## src/rtl/mbd_pkg.sv

```systemverilog
package mbd_pkg;
    localparam int ADDR_W     = 20;
    localparam int PAIR_SEL_W = 2;
    localparam int NUM_PAIRS  = 1 << PAIR_SEL_W;
    localparam int WORD_W     = ADDR_W - PAIR_SEL_W - 1;
    localparam int ROM_PAIR   = NUM_PAIRS - 1;

    typedef struct packed {
        logic even;
        logic odd;
    } lane_t;

    typedef struct packed {
        logic [ADDR_W-1:0] addr;
        logic              hi_n;
    } bus_latch_t;

    function automatic lane_t lanes_of(input logic a0, input logic hi_n);
        lane_t l;
        l.even = ~a0;
        l.odd  = ~hi_n;
        return l;
    endfunction

    function automatic logic [PAIR_SEL_W-1:0] pair_of(input logic [ADDR_W-1:0] a);
        return a[ADDR_W-1 -: PAIR_SEL_W];
    endfunction

    function automatic logic [WORD_W-1:0] word_of(input logic [ADDR_W-1:0] a);
        return a[WORD_W:1];
    endfunction
endpackage

```

## src/rtl/mbd_addr_latch.sv

```systemverilog
module mbd_addr_latch
    import mbd_pkg::*;
(
    input  logic       clk,
    input  logic       rst,
    input  logic       addr_strobe,
    input  logic [ADDR_W-1:0] bus_ad,
    input  logic       hi_byte_en_n,
    output bus_latch_t latched
);
    logic strobe_q;
    logic capture;

    assign capture = strobe_q & ~addr_strobe;

    always_ff @(posedge clk) begin
        if (rst) begin
            strobe_q     <= 1'b0;
            latched.addr <= '0;
            latched.hi_n <= 1'b1;
        end else begin
            strobe_q <= addr_strobe;
            if (capture) begin
                latched.addr <= bus_ad;
                latched.hi_n <= hi_byte_en_n;
            end
        end
    end

    // while the strobe stays low the captured value must not move
    assert_latch_hold_R2: assert property (@(posedge clk) disable iff (rst)
        (!addr_strobe && !strobe_q) |=> $stable(latched));
endmodule

```

## src/rtl/mbd_pair_decode.sv

```systemverilog
module mbd_pair_decode
    import mbd_pkg::*;
(
    input  logic       clk,
    input  logic       rst,
    input  bus_latch_t latched,
    input  logic       access,
    output logic [NUM_PAIRS-1:0] ce_even_n,
    output logic [NUM_PAIRS-1:0] ce_odd_n,
    output logic [WORD_W-1:0]    word_addr,
    output logic       rom_hit
);
    lane_t                 lanes;
    logic [PAIR_SEL_W-1:0] pair;

    assign lanes     = lanes_of(latched.addr[0], latched.hi_n);
    assign pair      = pair_of(latched.addr);
    assign word_addr = word_of(latched.addr);
    assign rom_hit   = (pair == PAIR_SEL_W'(ROM_PAIR));

    for (genvar i = 0; i < NUM_PAIRS; i++) begin : g_pair
        logic hit;
        assign hit          = access && (pair == PAIR_SEL_W'(i));
        assign ce_even_n[i] = ~(hit & lanes.even);
        assign ce_odd_n[i]  = ~(hit & lanes.odd);
    end

    // no two pairs enabled together
    assert_one_pair_R4: assert property (@(posedge clk) disable iff (rst)
        $onehot0(~(ce_even_n & ce_odd_n)));
    // odd address with high byte disabled touches no chip
    assert_lane_idle_R5: assert property (@(posedge clk) disable iff (rst)
        (latched.addr[0] && latched.hi_n) |-> (&ce_even_n && &ce_odd_n));
endmodule

```

## src/rtl/mbd_strobe_ctrl.sv

```systemverilog
module mbd_strobe_ctrl (
    input  logic clk,
    input  logic rst,
    input  logic mem_io,
    input  logic rd_n,
    input  logic wr_n,
    input  logic rom_hit,
    output logic access,
    output logic oe_n,
    output logic we_n,
    output logic wp_violation
);
    logic rd_act;
    logic wr_act;
    logic wr_q;

    assign rd_act = mem_io & ~rd_n;
    assign wr_act = mem_io & ~wr_n;
    assign access = rd_act | wr_act;
    assign oe_n   = ~rd_act;
    assign we_n   = ~(wr_act & ~rom_hit);

    always_ff @(posedge clk) begin
        if (rst) begin
            wr_q         <= 1'b0;
            wp_violation <= 1'b0;
        end else begin
            wr_q         <= wr_act;
            wp_violation <= wr_act & ~wr_q & rom_hit;
        end
    end

    // protected pair never sees a write enable
    assert_no_rom_write_R7: assert property (@(posedge clk) disable iff (rst)
        (!we_n) |-> (!rom_hit && mem_io && !wr_n));
    // violation flag lasts a single cycle
    assert_wp_pulse_R8: assert property (@(posedge clk) disable iff (rst)
        wp_violation |=> !wp_violation);
endmodule

```

## src/rtl/mem_bank_decode.sv

```systemverilog
module mem_bank_decode
    import mbd_pkg::*;
(
    input  logic              clk,
    input  logic              rst,
    input  logic              addr_strobe,
    input  logic [ADDR_W-1:0] bus_ad,
    input  logic              hi_byte_en_n,
    input  logic              mem_io,
    input  logic              rd_n,
    input  logic              wr_n,
    output logic [WORD_W-1:0] word_addr,
    output logic [NUM_PAIRS-1:0] ce_even_n,
    output logic [NUM_PAIRS-1:0] ce_odd_n,
    output logic              oe_n,
    output logic              we_n,
    output logic              wp_violation
);
    bus_latch_t latched;
    logic       access;
    logic       rom_hit;

    mbd_addr_latch u_latch (
        .clk          (clk),
        .rst          (rst),
        .addr_strobe  (addr_strobe),
        .bus_ad       (bus_ad),
        .hi_byte_en_n (hi_byte_en_n),
        .latched      (latched)
    );

    mbd_pair_decode u_decode (
        .clk       (clk),
        .rst       (rst),
        .latched   (latched),
        .access    (access),
        .ce_even_n (ce_even_n),
        .ce_odd_n  (ce_odd_n),
        .word_addr (word_addr),
        .rom_hit   (rom_hit)
    );

    mbd_strobe_ctrl u_strobe (
        .clk          (clk),
        .rst          (rst),
        .mem_io       (mem_io),
        .rd_n         (rd_n),
        .wr_n         (wr_n),
        .rom_hit      (rom_hit),
        .access       (access),
        .oe_n         (oe_n),
        .we_n         (we_n),
        .wp_violation (wp_violation)
    );

    // chips stay off without an active memory strobe
    assert_idle_off_R6: assert property (@(posedge clk) disable iff (rst)
        (!mem_io || (rd_n && wr_n)) |-> (&ce_even_n && &ce_odd_n));
endmodule

```

## config.mk

```make
export PLATFORM = sky130hd
export DESIGN_NAME = mem_bank_decode
export DESIGN_NICKNAME = d
export VERILOG_FILES = /design/src/rtl/mbd_pkg.sv /design/src/rtl/mbd_addr_latch.sv /design/src/rtl/mbd_pair_decode.sv /design/src/rtl/mbd_strobe_ctrl.sv /design/src/rtl/mem_bank_decode.sv
export SDC_FILE = /design/constraint.sdc
export NUM_CORES = 1
export LEC_CHECK = 0
export BUFFER_PORTS_ARGS = -buffer_cell sky130_fd_sc_hd__buf_2
export CAP_MARGIN = 20
export CELL_PAD_IN_SITES_DETAIL_PLACEMENT = 1
export CELL_PAD_IN_SITES_GLOBAL_PLACEMENT = 1
export CORE_MARGIN = 2
export CORE_UTILIZATION = 34
export DETAILED_ROUTE_END_ITERATION = 10
export PLACE_DENSITY = 0.88
export SLEW_MARGIN = 20
export SYNTH_ARGS = -nofsm -noshare
export SYNTH_HDL_FRONTEND = slang
export SYNTH_SLANG_ARGS = --single-unit
```

## constraint.sdc

```tcl
create_clock -name clk -period 1.05 [get_ports clk]
set_input_delay 0.0525 -clock clk [delete_from_list [all_inputs] [get_ports clk]]
set_output_delay 0.0525 -clock clk [all_outputs]
set_load 0.01 [all_outputs]
```

# ---- Word level (Yosys, flattened, before mapping)
# Index checks and enable logic that the tools add are counted.
dict set report totals {
  ff_bits 24
  input_bits 27
  output_inout_bits 28
  word_cells 45
}
dict set report classes {
  eq_ne 3
  bitwise 32
  reduce_logical 5
}
# cell n
set op_table {}
lappend op_table {{$not A1 Y1} 17}
lappend op_table {{$and A1 B1 Y1} 14}
lappend op_table {{$eq A2 B2 Y1 const B} 2}
lappend op_table {{$logic_and A1 B1 Y1} 4}
lappend op_table {{$eq A2 B1 Y1 const B} 1}
lappend op_table {{$logic_not A2 Y1} 1}
lappend op_table {{$or A1 B1 Y1} 1}

# ---- Depth between registers and ports, before layout
dict set report depth {
  depth_word 6
  ltp_mapped 3
  ltp_nobuf 2
}

# ---- By module
# A second synthesis with hierarchy kept.
dict set report hier_totals {
  cells_unflattened 130
  hier_area_um2 1302.5
}
# module n_inst cells_per_inst area_per_inst_um2 seq_area_each_um2
set by_module_without_submodules {}
lappend by_module_without_submodules {mbd_addr_latch 1 97 999.7 440.4}
lappend by_module_without_submodules {mbd_pair_decode 1 26 217.7 0.0}
lappend by_module_without_submodules {mbd_strobe_ctrl 1 7 85.1 40.0}

# ---- Worst setup path after synthesis
# OpenSTA, ideal clock, no wires.
dict set report synth_timing {
  kind {register to register}
  from {register u_latch.strobe_q}
  to {register, netlist name u_latch.latched[14]}
  setup_ns 0.120
  arrival_ns 0.761
  t_required_ns 0.930
  setup_slack_ns 0.169
  path_stages_with_launch 4
  path_buffers 1
  period_less_slack_ns 0.881
  cell_sequence {dfxtp_1 > nor2b_2 > clkbuf_2 > o21ai_1}
}
dict set report synth_via {
  elab_chain_cells 1
}
# item line_no
set synth_rtl {}
lappend synth_rtl {{start: declaration} mbd_addr_latch.sv:11} ;# logic strobe_q;
lappend synth_rtl {{start signal: assignment} mbd_addr_latch.sv:22} ;# strobe_q <= addr_strobe;
lappend synth_rtl {{$and A1 B1 Y1} mbd_addr_latch.sv:14} ;# assign capture = strobe_q & ~addr_strobe;
# Every way passes these cells.
# A chain may end at the register's enable or synchronous reset.

# ---- Worst setup path in the final report
dict set report layout_timing {
  from {register, netlist name u_latch.latched[20]}
  to {output ce_even_n[0]}
}
dict set report layout_via {
  elab_chain_cells 4
}
# item line_no
set layout_rtl {}
lappend layout_rtl {{$logic_not A2 Y1} mbd_pair_decode.sv:23} ;# assign hit = access && (pair == PAIR_SEL_W'(i));
lappend layout_rtl {{$logic_and A1 B1 Y1} mbd_pair_decode.sv:23}
lappend layout_rtl {{$and A1 B1 Y1} mbd_pair_decode.sv:24} ;# assign ce_even_n[i] = ~(hit & lanes.even);
lappend layout_rtl {{$not A1 Y1} mbd_pair_decode.sv:24}
lappend layout_rtl {{end: declaration} mem_bank_decode.sv:13} ;# output logic [NUM_PAIRS-1:0] ce_even_n,
# Every way passes these cells.

==> summary.md <==
| Metric | Value |
|---|---|
| Final-report setup violation count | `9` |
| DRC Markers | `0` |
| GRT Residual Overflow | `0` |
| Internal power | `1.60 mW` |
| Net Switching | `452 uW` |
| RePlAce Congestion | `0.717` |
| Asr flop ratio synth | `0%` |
| HP Class | `in -> reg` |
| Final Skew | `3.11 ps` |
| Crit Path Category | `reg -> out` |
| Count leader, synth | `dfxtp_1` |
| Core area | `3610 um2` |
| Via/cell ratio | `4.85` |
| Clk buf depth | `2` |
| Setup TNS Final | `-521 ps` |
| Synth Cell Area | `1260 um2` |
| H-tree level count | `1` |
| Initial core utilization | `35.1%` |
| Synth Flop Type | `dfxtp_1` |
| Maximum VDD drop | `0.474 mV` |
| Slew @ Worst Pin | `304 ps` |
| First-pass GRT wire length | `4950 um` |
| Synth unique cells | `22` |
| Sequential Power Share | `46.8%` |
| Syn avg cell area | `9.37 um2` |
| Die ar. | `4220 um2` |
| Routed len/inst | `13.5 um` |
| CTS tree | `built` |
| CTS Buf Count | `3` |
| Register area share after synthesis | `38.0%` |
| Max Slew Vio Count | `0` |
| Buffers added on ports | `54` |
| Cts-stage hold buffer count | `0` |
| Yosys reg bits | `24` |
| DRT Wirelength | `3040 um` |
| Gate power share | `13.9%` |
| Clock sinks | `24` |
| Setup WS post-layout | `-108 ps` |
| Clk Latency, worst-skew pair | `270 ps` |
| PwrDens | `1260 nW/um2` |
| Clk slew on worst S/H paths | `90 ps` |
| # diodes | `0` |
| Most frequent cells after synthesis | `24 x dfxtp_1, 21 x nand2b_1, 20 x nand4bb_1` |
| Initial antenna violation count | `0` |
| Sw frac | `22.0%` |
| Gr usage total | `15.2%` |
| Chip Width | `65.0 um` |
| Critical Path AT | `1110 ps` |
| Synth top area share | `38.0%` |
| CP Capture Type | `output pin` |
| Final ANT Viol Nets | `0` |
| Yosys Warn Count | `0` |
| Crit Path Max Fanout | `5` |
| CP required | `1000 ps` |
| Worst slew margin | `79.7%` |
| Syn_nets | `162` |
| Power, Total | `2.05 mW` |
| Tightest hold margin | `38.1 ps` |
| Number of flops mapped to enable cells by yosys | `0` |
| Height of the die | `65.0 um` |
| Number of global-route vias before repair | `1058` |
| Clock Power Share | `39.3%` |
| Largest net degree at the start of global routing | `30` |
| Clk root buf | `clkbuf_8` |
| Highest Clock Rate | `0.864 GHz` |
| Post-route clock period utilization | `110%` |
| Status | `complete, but fails checks` |
| Violated checks | `negative setup slack` |
| Via count | `1086` |
| Leakage | `0.685 nW` |
| Synth-to-layout area growth | `29.3%` |
| Area leader, netlist | `dfxtp_1` |
| Post-layout nets | `204` |
| Fin. Hold Viols | `0` |
| Ports | `55` |
| Area contributors post-synth | `dfxtp_1 38%, nand4bb_1 18%, nand2b_1 10%` |
| Initial drt markers | `12` |
| Pre-antenna DRT Iters | `4` |
| MaxCap Viol Count | `0` |
| Startpoint Class | `flip-flop` |
| Syn Inst Count | `135` |
| Dpl hpwl | `2120 um` |
| Layout cells sized above 1 | `45.5%` |
| Row count | `22` |
| Min Tclk post-route | `1160 ps` |
| RSZ-0062 raised after global routing | `true` |
## sequential cells by signal, summed over array words and instances, names as in the netlist
register	count
u_latch.latched	21
u_strobe.wr_q	1
u_strobe.wp_violation	1
u_latch.strobe_q	1
## metrics by stage
stage | setup WS [ps] | util (%) | cells | instance area (um2)
6_report | -108 | 45.4 | 224 | 1640
5_1_grt | -168 | 45.4 | 224 | 1640
4_1_cts | -95.2 | 44.5 | 223 | 1610
3_5_place_dp | 94.8 | 40.9 | 216 | 1480
3_3_place_gp | 150 | 40.9 | 216 | 1480
2_1_floorplan | 169 | - | 135 | 1260
## cell usage in the layout, fill, tap and decap left out
cell type  netlist  final
dfxtp_2          0      2
nor2_1           2      2
nor2b_4          0      2
nand4bb_1       20     20
nand2_4          0      1
buf_4           17      6
nand3b_1         1      1
a211oi_4         0      1
dfxtp_1         24     20
nand2_1          4      3
mux2i_1          1      1
nand3_1          4      4
clkbuf_8         0      3
o21ai_1         14     14
nor2b_2          1      2
a21oi_1          1      1
nor2b_1          4      1
o21ai_0          6      6
nand4_1          2      2
nand2b_1        21     21
dfxtp_4          0      2
buf_6            1      3
buf_12           0      1
nor3b_2          1      1
bufinv_16        0      1
buf_2            2     54
nor3b_4          1      1
## per-layer routing
layer | wire length (um) | global-route usage [%]
met2 | 1530 | 26.3
met4 | 46 | 5.59
met5 | 0 | 0
met1 | 1340 | 19.1
met3 | 109 | 2.08
## cell families after synthesis
| family | count (synthesis) | synth area share, % |
|---|---|---|
| flops | 24 | 38.0 |
| simple gates | 61 | 38.3 |
| mux | 1 | 0.791 |
| compound gates | 22 | 8.90 |
| buf+inv | 27 | 14.0 |
## path summary, 6_finish.rpt
kind / depth (start not counted) / slack [ps] / to / startpoint
setup / recovery: 3 / -110 / ce_even_n[0] / u_latch.latched[20]
hold / removal: 3 / 40 / u_latch.latched[9] / bus_ad[8]
setup reg to reg: 3 / 70 / u_latch.latched[0] / u_latch.strobe_q
hold reg to reg: 1 / 420 / u_strobe.wp_violation / u_strobe.wr_q
## power groups by stage
stage / clock network [mW] / logic, mW / registers, mW
floorplan: 0 / 0.172 / 0.977
detailed placement: 0 / 0.264 / 0.981
finish: 0.807 / 0.286 / 0.960
global placement: 0 / 0.259 / 0.980
CTS: 0.833 / 0.278 / 0.959
global route: 0.873 / 0.314 / 0.965
## critical path, stage by stage (launching register included)
cell and delay, ps:
dfxtp_4 380, a211oi_4 220, nand2_1 90, buf_2 150
## area by class of cell
class | count | area [um2]
sequential | 24 | 490
fill | 441 | 1970
timing repair buffer | 64 | 369
multi-input combinational | 84 | 644
clock inverter | 1 | 30.0
tap | 48 | 60.1
clock buffer | 3 | 41.3
## repair_timing
action	in CTS	in global routing
pin swaps	0	4
setup buffers	3	1
setup endpoints to repair	9	12
gates resized for setup	13	5
endpoints found under the hold margin	0	0
Power figures use the tool's default switching activity.
